### src/rtl/rtc_alarm_pkg.sv
package rtc_alarm_pkg;
  localparam int unsigned FIELD_W    = 8;
  localparam int unsigned NUM_FIELDS = 3;
  localparam int unsigned WILD_BITS  = 2;

  typedef logic [FIELD_W-1:0] field_t;

  // A byte is a wildcard when every one of its top WILD_BITS bits is set.
  function automatic logic is_wild(input field_t b);
    return &b[FIELD_W-1 -: WILD_BITS];
  endfunction
endpackage

### src/rtl/rtc_alarm_field_cmp.sv
module rtc_alarm_field_cmp
  import rtc_alarm_pkg::*;
(
  input  field_t cur_val,
  input  field_t alm_val,
  output logic   hit
);
  always_comb begin
    hit = is_wild(alm_val) || (cur_val == alm_val);
  end
endmodule

### src/rtl/rtc_alarm_flag.sv
module rtc_alarm_flag (
  input  logic clk,
  input  logic rst,
  input  logic set_req,
  input  logic clr_req,
  output logic flag_q
);
  always_ff @(posedge clk) begin
    if (rst)          flag_q <= 1'b0;
    else if (set_req) flag_q <= 1'b1;   // set has priority over clear
    else if (clr_req) flag_q <= 1'b0;
  end
endmodule

### src/rtl/rtc_alarm_match.sv
module rtc_alarm_match
  import rtc_alarm_pkg::*;
(
  input  logic       clk,
  input  logic       rst,
  input  logic       upd_done,
  input  logic [7:0] time_hr,
  input  logic [7:0] time_min,
  input  logic [7:0] time_sec,
  input  logic [7:0] alm_hr,
  input  logic [7:0] alm_min,
  input  logic [7:0] alm_sec,
  input  logic       alarm_en,
  input  logic       flag_clr,
  output logic       alarm_flag,
  output logic       alarm_irq
);
  field_t cur_f [NUM_FIELDS];
  field_t alm_f [NUM_FIELDS];
  logic [NUM_FIELDS-1:0] field_hit;
  logic all_hit;

  always_comb begin
    cur_f[0] = time_sec;  alm_f[0] = alm_sec;
    cur_f[1] = time_min;  alm_f[1] = alm_min;
    cur_f[2] = time_hr;   alm_f[2] = alm_hr;
  end

  for (genvar g = 0; g < NUM_FIELDS; g++) begin : g_field
    rtc_alarm_field_cmp u_cmp (
      .cur_val (cur_f[g]),
      .alm_val (alm_f[g]),
      .hit     (field_hit[g])
    );
  end

  assign all_hit = &field_hit;

  rtc_alarm_flag u_flag (
    .clk     (clk),
    .rst     (rst),
    .set_req (upd_done && all_hit),
    .clr_req (flag_clr),
    .flag_q  (alarm_flag)
  );

  assign alarm_irq = alarm_flag & alarm_en;
endmodule

### config.mk
export PLATFORM = sky130hd
export DESIGN_NAME = rtc_alarm_match
export DESIGN_NICKNAME = d
export VERILOG_FILES = /design/src/rtl/rtc_alarm_pkg.sv /design/src/rtl/rtc_alarm_field_cmp.sv /design/src/rtl/rtc_alarm_flag.sv /design/src/rtl/rtc_alarm_match.sv
export SDC_FILE = /design/constraint.sdc
export NUM_CORES = 1
export LEC_CHECK = 0
export BUFFER_PORTS_ARGS = -buffer_cell sky130_fd_sc_hd__clkbuf_2
export CORE_AREA = 3 3 40 42
export DETAILED_ROUTE_END_ITERATION = 10
export DIE_AREA = 0 0 43 45
export GPL_TIMING_DRIVEN = 1
export PLACE_DENSITY = 0.84
export SLEW_MARGIN = 20
export SYNTH_ARGS = -nofsm -noshare
export SYNTH_HDL_FRONTEND = slang
export SYNTH_SLANG_ARGS = --single-unit
### constraint.sdc
create_clock -name clk -period 2.3 [get_ports clk]
set_input_delay 0.46 -clock clk [delete_from_list [all_inputs] [get_ports clk]]
set_output_delay 0.46 -clock clk [all_outputs]
set_load 0.02 [all_outputs]
[Yosys cells after proc, flatten, opt, wreduce, memory -nomap -nowiden]
Cells that the tools add are included.
Word-level totals
  logic and storage cells: 16
  output and inout bits: 2
  flip-flop bits (word level): 1
  input port bits: 53
Operators by class
  eq/ne operators: 3
  reduce and logical (&&, ||, !) cells: 9
  bitwise operators: 1
  multiplexer cells: 2
Operator list (number)
  $eq A8 B8 Y1: 3
  $reduce_and A2 Y1: 3
  $logic_or A1 B1 Y1: 3
  $reduce_and A3 Y1: 1
  $mux W1: 2
  $reduce_bool A2 Y1: 1
  $and A1 B1 Y1: 1
  $logic_and A1 B1 Y1: 1

[Logic depth before layout (Yosys ltp)]
Gate-level depths: netlist of run 1.
  depth in word-level cells: 5
  mapped depth: 5
  mapped depth without buffers: 5

[By module]
Synthesis of run 1 repeated with hierarchy kept, for this count alone.
Unflattened totals
  cell total of the unflattened synthesis: 42
  area total of the unflattened synthesis: 327.8 um2
By module, submodules not included
  rtc_alarm_field_cmp: sequential area each 0.0 um2, times used 3, area each 91.3 um2, cells each 12
  rtc_alarm_flag: sequential area each 20.0 um2, times used 1, area each 38.8 um2, cells each 4
  rtc_alarm_match: sequential area each 0.0 um2, times used 1, area each 15.0 um2, cells each 2

[Least setup slack after synthesis of run 1]
Ideal clock, no wire load.
  path type: input-to-reg
  start point: in alm_hr[6]
  end point: reg u_flag.flag_q
  buffers on the path: 0
  cell stages on the path: 5
  library setup time: 0.059 ns
  path slack: 0.957 ns
  required time: 2.241 ns
  arrival: 1.284 ns
  cells stage by stage: xor2_1 > nor4_1 > a22oi_1 > nor3b_1 > a32o_2
Between the ends
  cells in the longest elaborated chain, start to end: 5
  elaborated cells on any way between the ends: 7
  classes of those cells: 1 x eq/ne; 1 x mux; 5 x reduce/logical
RTL lines
  start: declaration: RTL line rtc_alarm_match.sv:10  | input logic [7:0] alm_hr,
  $eq A8 B8 Y1 / $reduce_and A2 Y1 (equally long branches): RTL line rtc_alarm_field_cmp.sv:9, rtc_alarm_pkg.sv:10
  $logic_or A1 B1 Y1 *: RTL line rtc_alarm_field_cmp.sv:9  | hit = is_wild(alm_val) || (cur_val == alm_val);
  $reduce_and A3 Y1 *: RTL line rtc_alarm_match.sv:37  | assign all_hit = &field_hit;
  $logic_and A1 B1 Y1 *: RTL line rtc_alarm_match.sv:42  | .set_req (upd_done && all_hit),
  $mux W1 / $reduce_bool A2 Y1 (equally long branches)
  end signal: assignment: RTL line rtc_alarm_flag.sv:9  | if (rst) flag_q <= 1'b0;
  end signal: assignment: RTL line rtc_alarm_flag.sv:10  | else if (set_req) flag_q <= 1'b1;
  end signal: assignment: RTL line rtc_alarm_flag.sv:11  | else if (clr_req) flag_q <= 1'b0;
  end: declaration: RTL line rtc_alarm_flag.sv:6  | output logic flag_q
Mark *: on every way between the ends. The rest lies on a longest branch, timed or not.
A chain may end at the register's enable or synchronous reset.

[Worst setup path in the final report of run 1]
Same ends and word-level chain as after synthesis.

==> metrics, run 1 <==
leakage dissipation 0.326 nW; total setup violations reported at the end of the flow 0; number of instances resized during post-cts repair 0; number of post-CTS setup repair buffers 0; Critical Path Source alm_hr[6]; initial cell density of the core 0.250; estimated wirelength of the detail-placed design 934 um; core occupancy in the finished layout 0.475; wire length per cell after detailed routing 8.56 um; type of the setup path with the least slack input pin to flop; biggest registers after layout u_flag.flag_q (1); FMAX 0.652 GHz; Inst Count DP 109; worst slew slack as a fraction of its limit 0.829; global-route total usage across every layer 0.0863; Mapped Area 322 um2; final routed DRC violation total 0; number of synthesized flops with an enable pin 0; CP Capture Type flop; area growth from synthesis to layout 89.9%; largest area contributor in the netlist sky130_fd_sc_hd__xnor2_1; total number of yosys warnings 0; count of unique library cells instantiated by Yosys 12; initial antenna violation count 0; routability congestion estimate 0.666; crit share post-route 0.667; number of I/O port buffers 54; wire length of the first global-routing pass 1.40 mm; Diodes inserted 0; post-place setup slack 745 ps; count of cells along the worst register-to-register path 1; source-to-sink clock delay at the later pin of the worst-skew pair 0 ps; largest net degree at the start of global routing 4; Startpoint Class input pin; number of top-level pins 55; cells taking the most area after synthesis sky130_fd_sc_hd__xnor2_1, sky130_fd_sc_hd__xor2_1, sky130_fd_sc_hd__nand4_1; hold violation count in the final report 0; final worst clock skew 0 ps; number of vias in the routed layout 467; Yosys reg bits 1; r2r startpoint u_flag.flag_q$_SDFFE_PP0P_; top cells by count, synth sky130_fd_sc_hd__xnor2_1, sky130_fd_sc_hd__xor2_1, sky130_fd_sc_hd__nand4_1; number of nets produced by synthesis 93; unrepaired setup endpoints after global routing no; detailed-router iteration count before antenna repair 4; Post-Route Hold Slack 485 ps; worst ir drop on vdd 88.5 uV; Maximum Capacitance Violations 0; PwrDens 182 nW/um2; number of placement rows 13; summed negative setup slack over all endpoints 0 ps; slack of the worst reg-to-reg path 1660 ps; area share of the leading cell type in the synthesized netlist 0.436; Top FF cell, synth sky130_fd_sc_hd__dfxtp_1; number of nets in the finished design 149; area of placed instances 611 um2; First DRT Iteration DRCs 4; Worst Max-Slew Pin Slew 255 ps; Critical Path End u_flag.flag_q$_SDFFE_PP0P_; run status complete, no violations; fin cells 109; vias per inst 4.28; floorplan die area 1940 um2; flip-flop count of the largest register, all copies and words added 1; total wirelength of the detailed-routed design 933 um; sequential-to-total area share from yosys stat 0.0623; post-synthesis cell count 40; proportion of synthesized flip-flops having asynchronous set or reset 0; final instance area 611 um2; Final Worst Setup Slack 766 ps; core outline area 1280 um2; cell with the most instances after synthesis sky130_fd_sc_hd__xnor2_1; ratio of cells with drive above 1 in the final layout 0.585; Max Slew Vio Count 0; remaining global-route overflow 0; via count of the first global-routing pass 396; mean instance size in the synthesized netlist 8.04 um2; critical path arrival 1470 ps; required time worst endpoint 2240 ps; Antenna Violating Nets Remaining 0; Die W 43 um; largest register by flop count u_flag.flag_q; Die Height 45 um; r2r endpoint u_flag.flag_q$_SDFFE_PP0P_; hold-fix buffer count after cts 0; peak fanout along the critical path 2; worst min path class flop to flop; power consumption 0.111 mW; clock-pin transition on the worst setup and hold timing paths 0 ps; Min Clock Period, post-route 1530 ps
## cells in the final DEF (no fill, tap or decap)
| master | n |
|---|---|
| sky130_fd_sc_hd__and2_1 | 1 |
| sky130_fd_sc_hd__dfxtp_1 | 1 |
| sky130_fd_sc_hd__o21ai_0 | 2 |
| sky130_fd_sc_hd__xor2_1 | 8 |
| sky130_fd_sc_hd__a32o_2 | 1 |
| sky130_fd_sc_hd__nand2_1 | 2 |
| sky130_fd_sc_hd__nor3b_1 | 1 |
| sky130_fd_sc_hd__nor4_1 | 2 |
| sky130_fd_sc_hd__xnor2_1 | 16 |
| sky130_fd_sc_hd__a22oi_1 | 1 |
| sky130_fd_sc_hd__nor2_1 | 1 |
| sky130_fd_sc_hd__clkbuf_2 | 54 |
| sky130_fd_sc_hd__nand4_1 | 4 |
## cell type report
class,instances,area (um2)
flip-flops and latches,1,20.0
repair buffers,54,270
fillers,130,674
well taps,15,18.8
multi-input cells,39,302
## kinds of logic after synthesis
group	Yosys count	synth area share
XOR/XNOR	24	0.654
AO/OA/AOI/OAI	4	0.0895
flip-flops	1	0.0623
AND/OR/NAND/NOR	11	0.195
## worst min path at each step
| stage | cells after the start | from | slack (ps) | endpoint |
|---|---|---|---|---|
| after detailed placement | 1 | u_flag.flag_q$_SDFFE_PP0P_ | 480 | u_flag.flag_q$_SDFFE_PP0P_ |
| after global routing | 1 | u_flag.flag_q$_SDFFE_PP0P_ | 500 | u_flag.flag_q$_SDFFE_PP0P_ |
| after floorplan | 1 | u_flag.flag_q$_SDFFE_PP0P_ | 610 | u_flag.flag_q$_SDFFE_PP0P_ |
| after CTS | 1 | u_flag.flag_q$_SDFFE_PP0P_ | 480 | u_flag.flag_q$_SDFFE_PP0P_ |
| final | 1 | u_flag.flag_q$_SDFFE_PP0P_ | 490 | u_flag.flag_q$_SDFFE_PP0P_ |
| after global placement | 1 | u_flag.flag_q$_SDFFE_PP0P_ | 480 | u_flag.flag_q$_SDFFE_PP0P_ |
## per-layer routing
metal  wire length (um)  GRT usage
met5                  0          0
met4                  0          0
met3                146          0
met2                439      0.162
met1                347      0.119
## where the power goes
part	internal [mW]	switching [mW]	total [mW]
clock network	0	0	0
registers	0.0178	0.0000650	0.0179
logic	0.0592	0.0341	0.0933
## critical path: stages
cell	delay, ps
sky130_fd_sc_hd__clkbuf_2	90
sky130_fd_sc_hd__xor2_1	150
sky130_fd_sc_hd__nor4_1	290
sky130_fd_sc_hd__a22oi_1	110
sky130_fd_sc_hd__nor3b_1	190
sky130_fd_sc_hd__a32o_2	180
Note: power is estimated with default switching activity, not from simulation.
==> run 2, diff against run 1 <==
clock period = 1.5 ns   (was 2.3 ns; I/O delays follow)
==> run 2 against run 1 <==
Effect of this change: hold slack is the same; core utilization grew 0.49 points; final area grew 1.0%; sequential share of layout area is essentially flat; clock skew is the same; cell count is the same; critical path type unchanged; critical endpoint unchanged.
==> metrics, run 2 (same netlist as run 1, synthesis figures left out) <==
Antenna Violating Nets Remaining 0; Maximum Capacitance Violations 0; hold violation count in the final report 0; Internal Pwr Total 0.119 mW; summed negative setup slack over all endpoints 0 ps; leakage dissipation 0.327 nW; worst min path class flop to flop; worst ir drop on vdd 137 uV; required time worst endpoint 1440 ps; power consumption 0.173 mW; estimated wirelength of the detail-placed design 934 um; Diodes inserted 0; count of cells along the worst register-to-register path 1; most common library cell in the layout ignoring fill and taps sky130_fd_sc_hd__clkbuf_2; area of placed instances 611 um2; slack of the worst reg-to-reg path 860 ps; type of the setup path with the least slack input pin to flop; core outline area 1280 um2; Critical Path End u_flag.flag_q$_SDFFE_PP0P_; Startpoint Class input pin; number of instances resized during post-cts repair 0; biggest registers after layout u_flag.flag_q (1); run status complete, no violations; final routed DRC violation total 0; top library cells by usage in the layout, fill and taps aside sky130_fd_sc_hd__clkbuf_2, sky130_fd_sc_hd__xnor2_1, sky130_fd_sc_hd__xor2_1; First DRT Iteration DRCs 4; routability congestion estimate 0.666; initial cell density of the core 0.250; Die W 43 um; source-to-sink clock delay at the later pin of the worst-skew pair 0 ps; initial antenna violation count 0; vias per inst 4.29; met3 wire length 139 um; Max Used Layer met3; met2 routed WL 452 um; M1 WL 356 um; worst slew slack as a fraction of its limit 0.846; net switching component of the power 0.0542 mW; clock-pin transition on the worst setup and hold timing paths 0 ps; detailed-router iteration count before antenna repair 4; switch share 0.313; r2r startpoint u_flag.flag_q$_SDFFE_PP0P_; area growth from synthesis to layout 91.8%; final instance area 617 um2; number of vias in the routed layout 468; flip-flop count of the largest register, all copies and words added 1; r2r endpoint u_flag.flag_q$_SDFFE_PP0P_; largest net degree at the start of global routing 4; number of placement rows 13; critical path arrival 1300 ps; wire length of the first global-routing pass 1.40 mm; hold-fix buffer count after cts 0; number of top-level pins 55; largest register by flop count u_flag.flag_q; total setup violations reported at the end of the flow 0; peak fanout along the critical path 2; global-route total usage across every layer 0.0863; via count of the first global-routing pass 396; final worst clock skew 0 ps; Critical Path Source alm_hr[7]; Comb pwr share 0.842; Worst Max-Slew Pin Slew 229 ps; core occupancy in the finished layout 0.480; PwrDens 280 nW/um2; number of nets in the finished design 149; Reg power frac 0.158; Min Clock Period, post-route 1350 ps; number of I/O port buffers 54; Die Height 45 um; unrepaired setup endpoints after global routing no; number of post-CTS setup repair buffers 0; total wirelength of the detailed-routed design 947 um; FMAX 0.738 GHz; remaining global-route overflow 0; Max Slew Vio Count 0; crit share post-route 0.903; fill cell count 128; CP Capture Type flop; wire length per cell after detailed routing 8.69 um; fraction of power consumed by the clock network 0; ratio of cells with drive above 1 in the final layout 0.596; floorplan die area 1940 um2
==> run 2: cell counts in the layout (fill, tap and decap cells not counted) <==
No cell type changed its count.
==> run 2: power groups by stage <==
| stage | clock network [mW] | logic (mW) | registers, mW |
|---|---|---|---|
| global route | 0 | 0.161 | 0.0274 |
| finish | 0 | 0.146 | 0.0274 |
| global placement | 0 | 0.141 | 0.0274 |
| CTS | 0 | 0.145 | 0.0274 |
| floorplan | 0 | 0.0606 | 0.0275 |
| detailed placement | 0 | 0.145 | 0.0274 |
==> run 2: worst min-delay path by stage <==
stage	from	to	slack (ps)	depth (start not counted)
5_1_grt	u_flag.flag_q$_SDFFE_PP0P_	u_flag.flag_q$_SDFFE_PP0P_	500	1
3_3_place_gp	u_flag.flag_q$_SDFFE_PP0P_	u_flag.flag_q$_SDFFE_PP0P_	480	1
3_5_place_dp	u_flag.flag_q$_SDFFE_PP0P_	u_flag.flag_q$_SDFFE_PP0P_	480	1
2_1_floorplan	rst	u_flag.flag_q$_SDFFE_PP0P_	510	2
6_report	u_flag.flag_q$_SDFFE_PP0P_	u_flag.flag_q$_SDFFE_PP0P_	490	1
4_1_cts	u_flag.flag_q$_SDFFE_PP0P_	u_flag.flag_q$_SDFFE_PP0P_	480	1
==> run 2: final cells by class <==
type | instances | area, um2 | area share
multi-input cells | 39 | 308 | 0.499
repair buffers | 54 | 270 | 0.438
flip-flops and latches | 1 | 20.0 | 0.0325
well taps | 15 | 18.8 | 0.0304
==> run 2: critical path: stages <==
cell	delay (ps)
sky130_fd_sc_hd__clkbuf_2	100
sky130_fd_sc_hd__xor2_1	160
sky130_fd_sc_hd__nor4_1	270
sky130_fd_sc_hd__a22oi_1	110
sky130_fd_sc_hd__nor3b_1	190
sky130_fd_sc_hd__a32o_2	180
==> run 2: through the flow <==
stage | setup slack, ps | instances | hold slack, ps
2_1_floorplan | 317 | 40 | 509
3_3_place_gp | 158 | 109 | 478
3_5_place_dp | 105 | 109 | 481
4_1_cts | 111 | 109 | 484
5_1_grt | 13.7 | 109 | 504
6_report | 145 | 109 | 485
==> run 2: routing by layer <==
metal  global-route usage  vias to the layer above
met5                    0                        -
met4                    0                        0
met3                    0                        0
met2                0.162                       39
met1                0.119                      180
li1                     -                      249
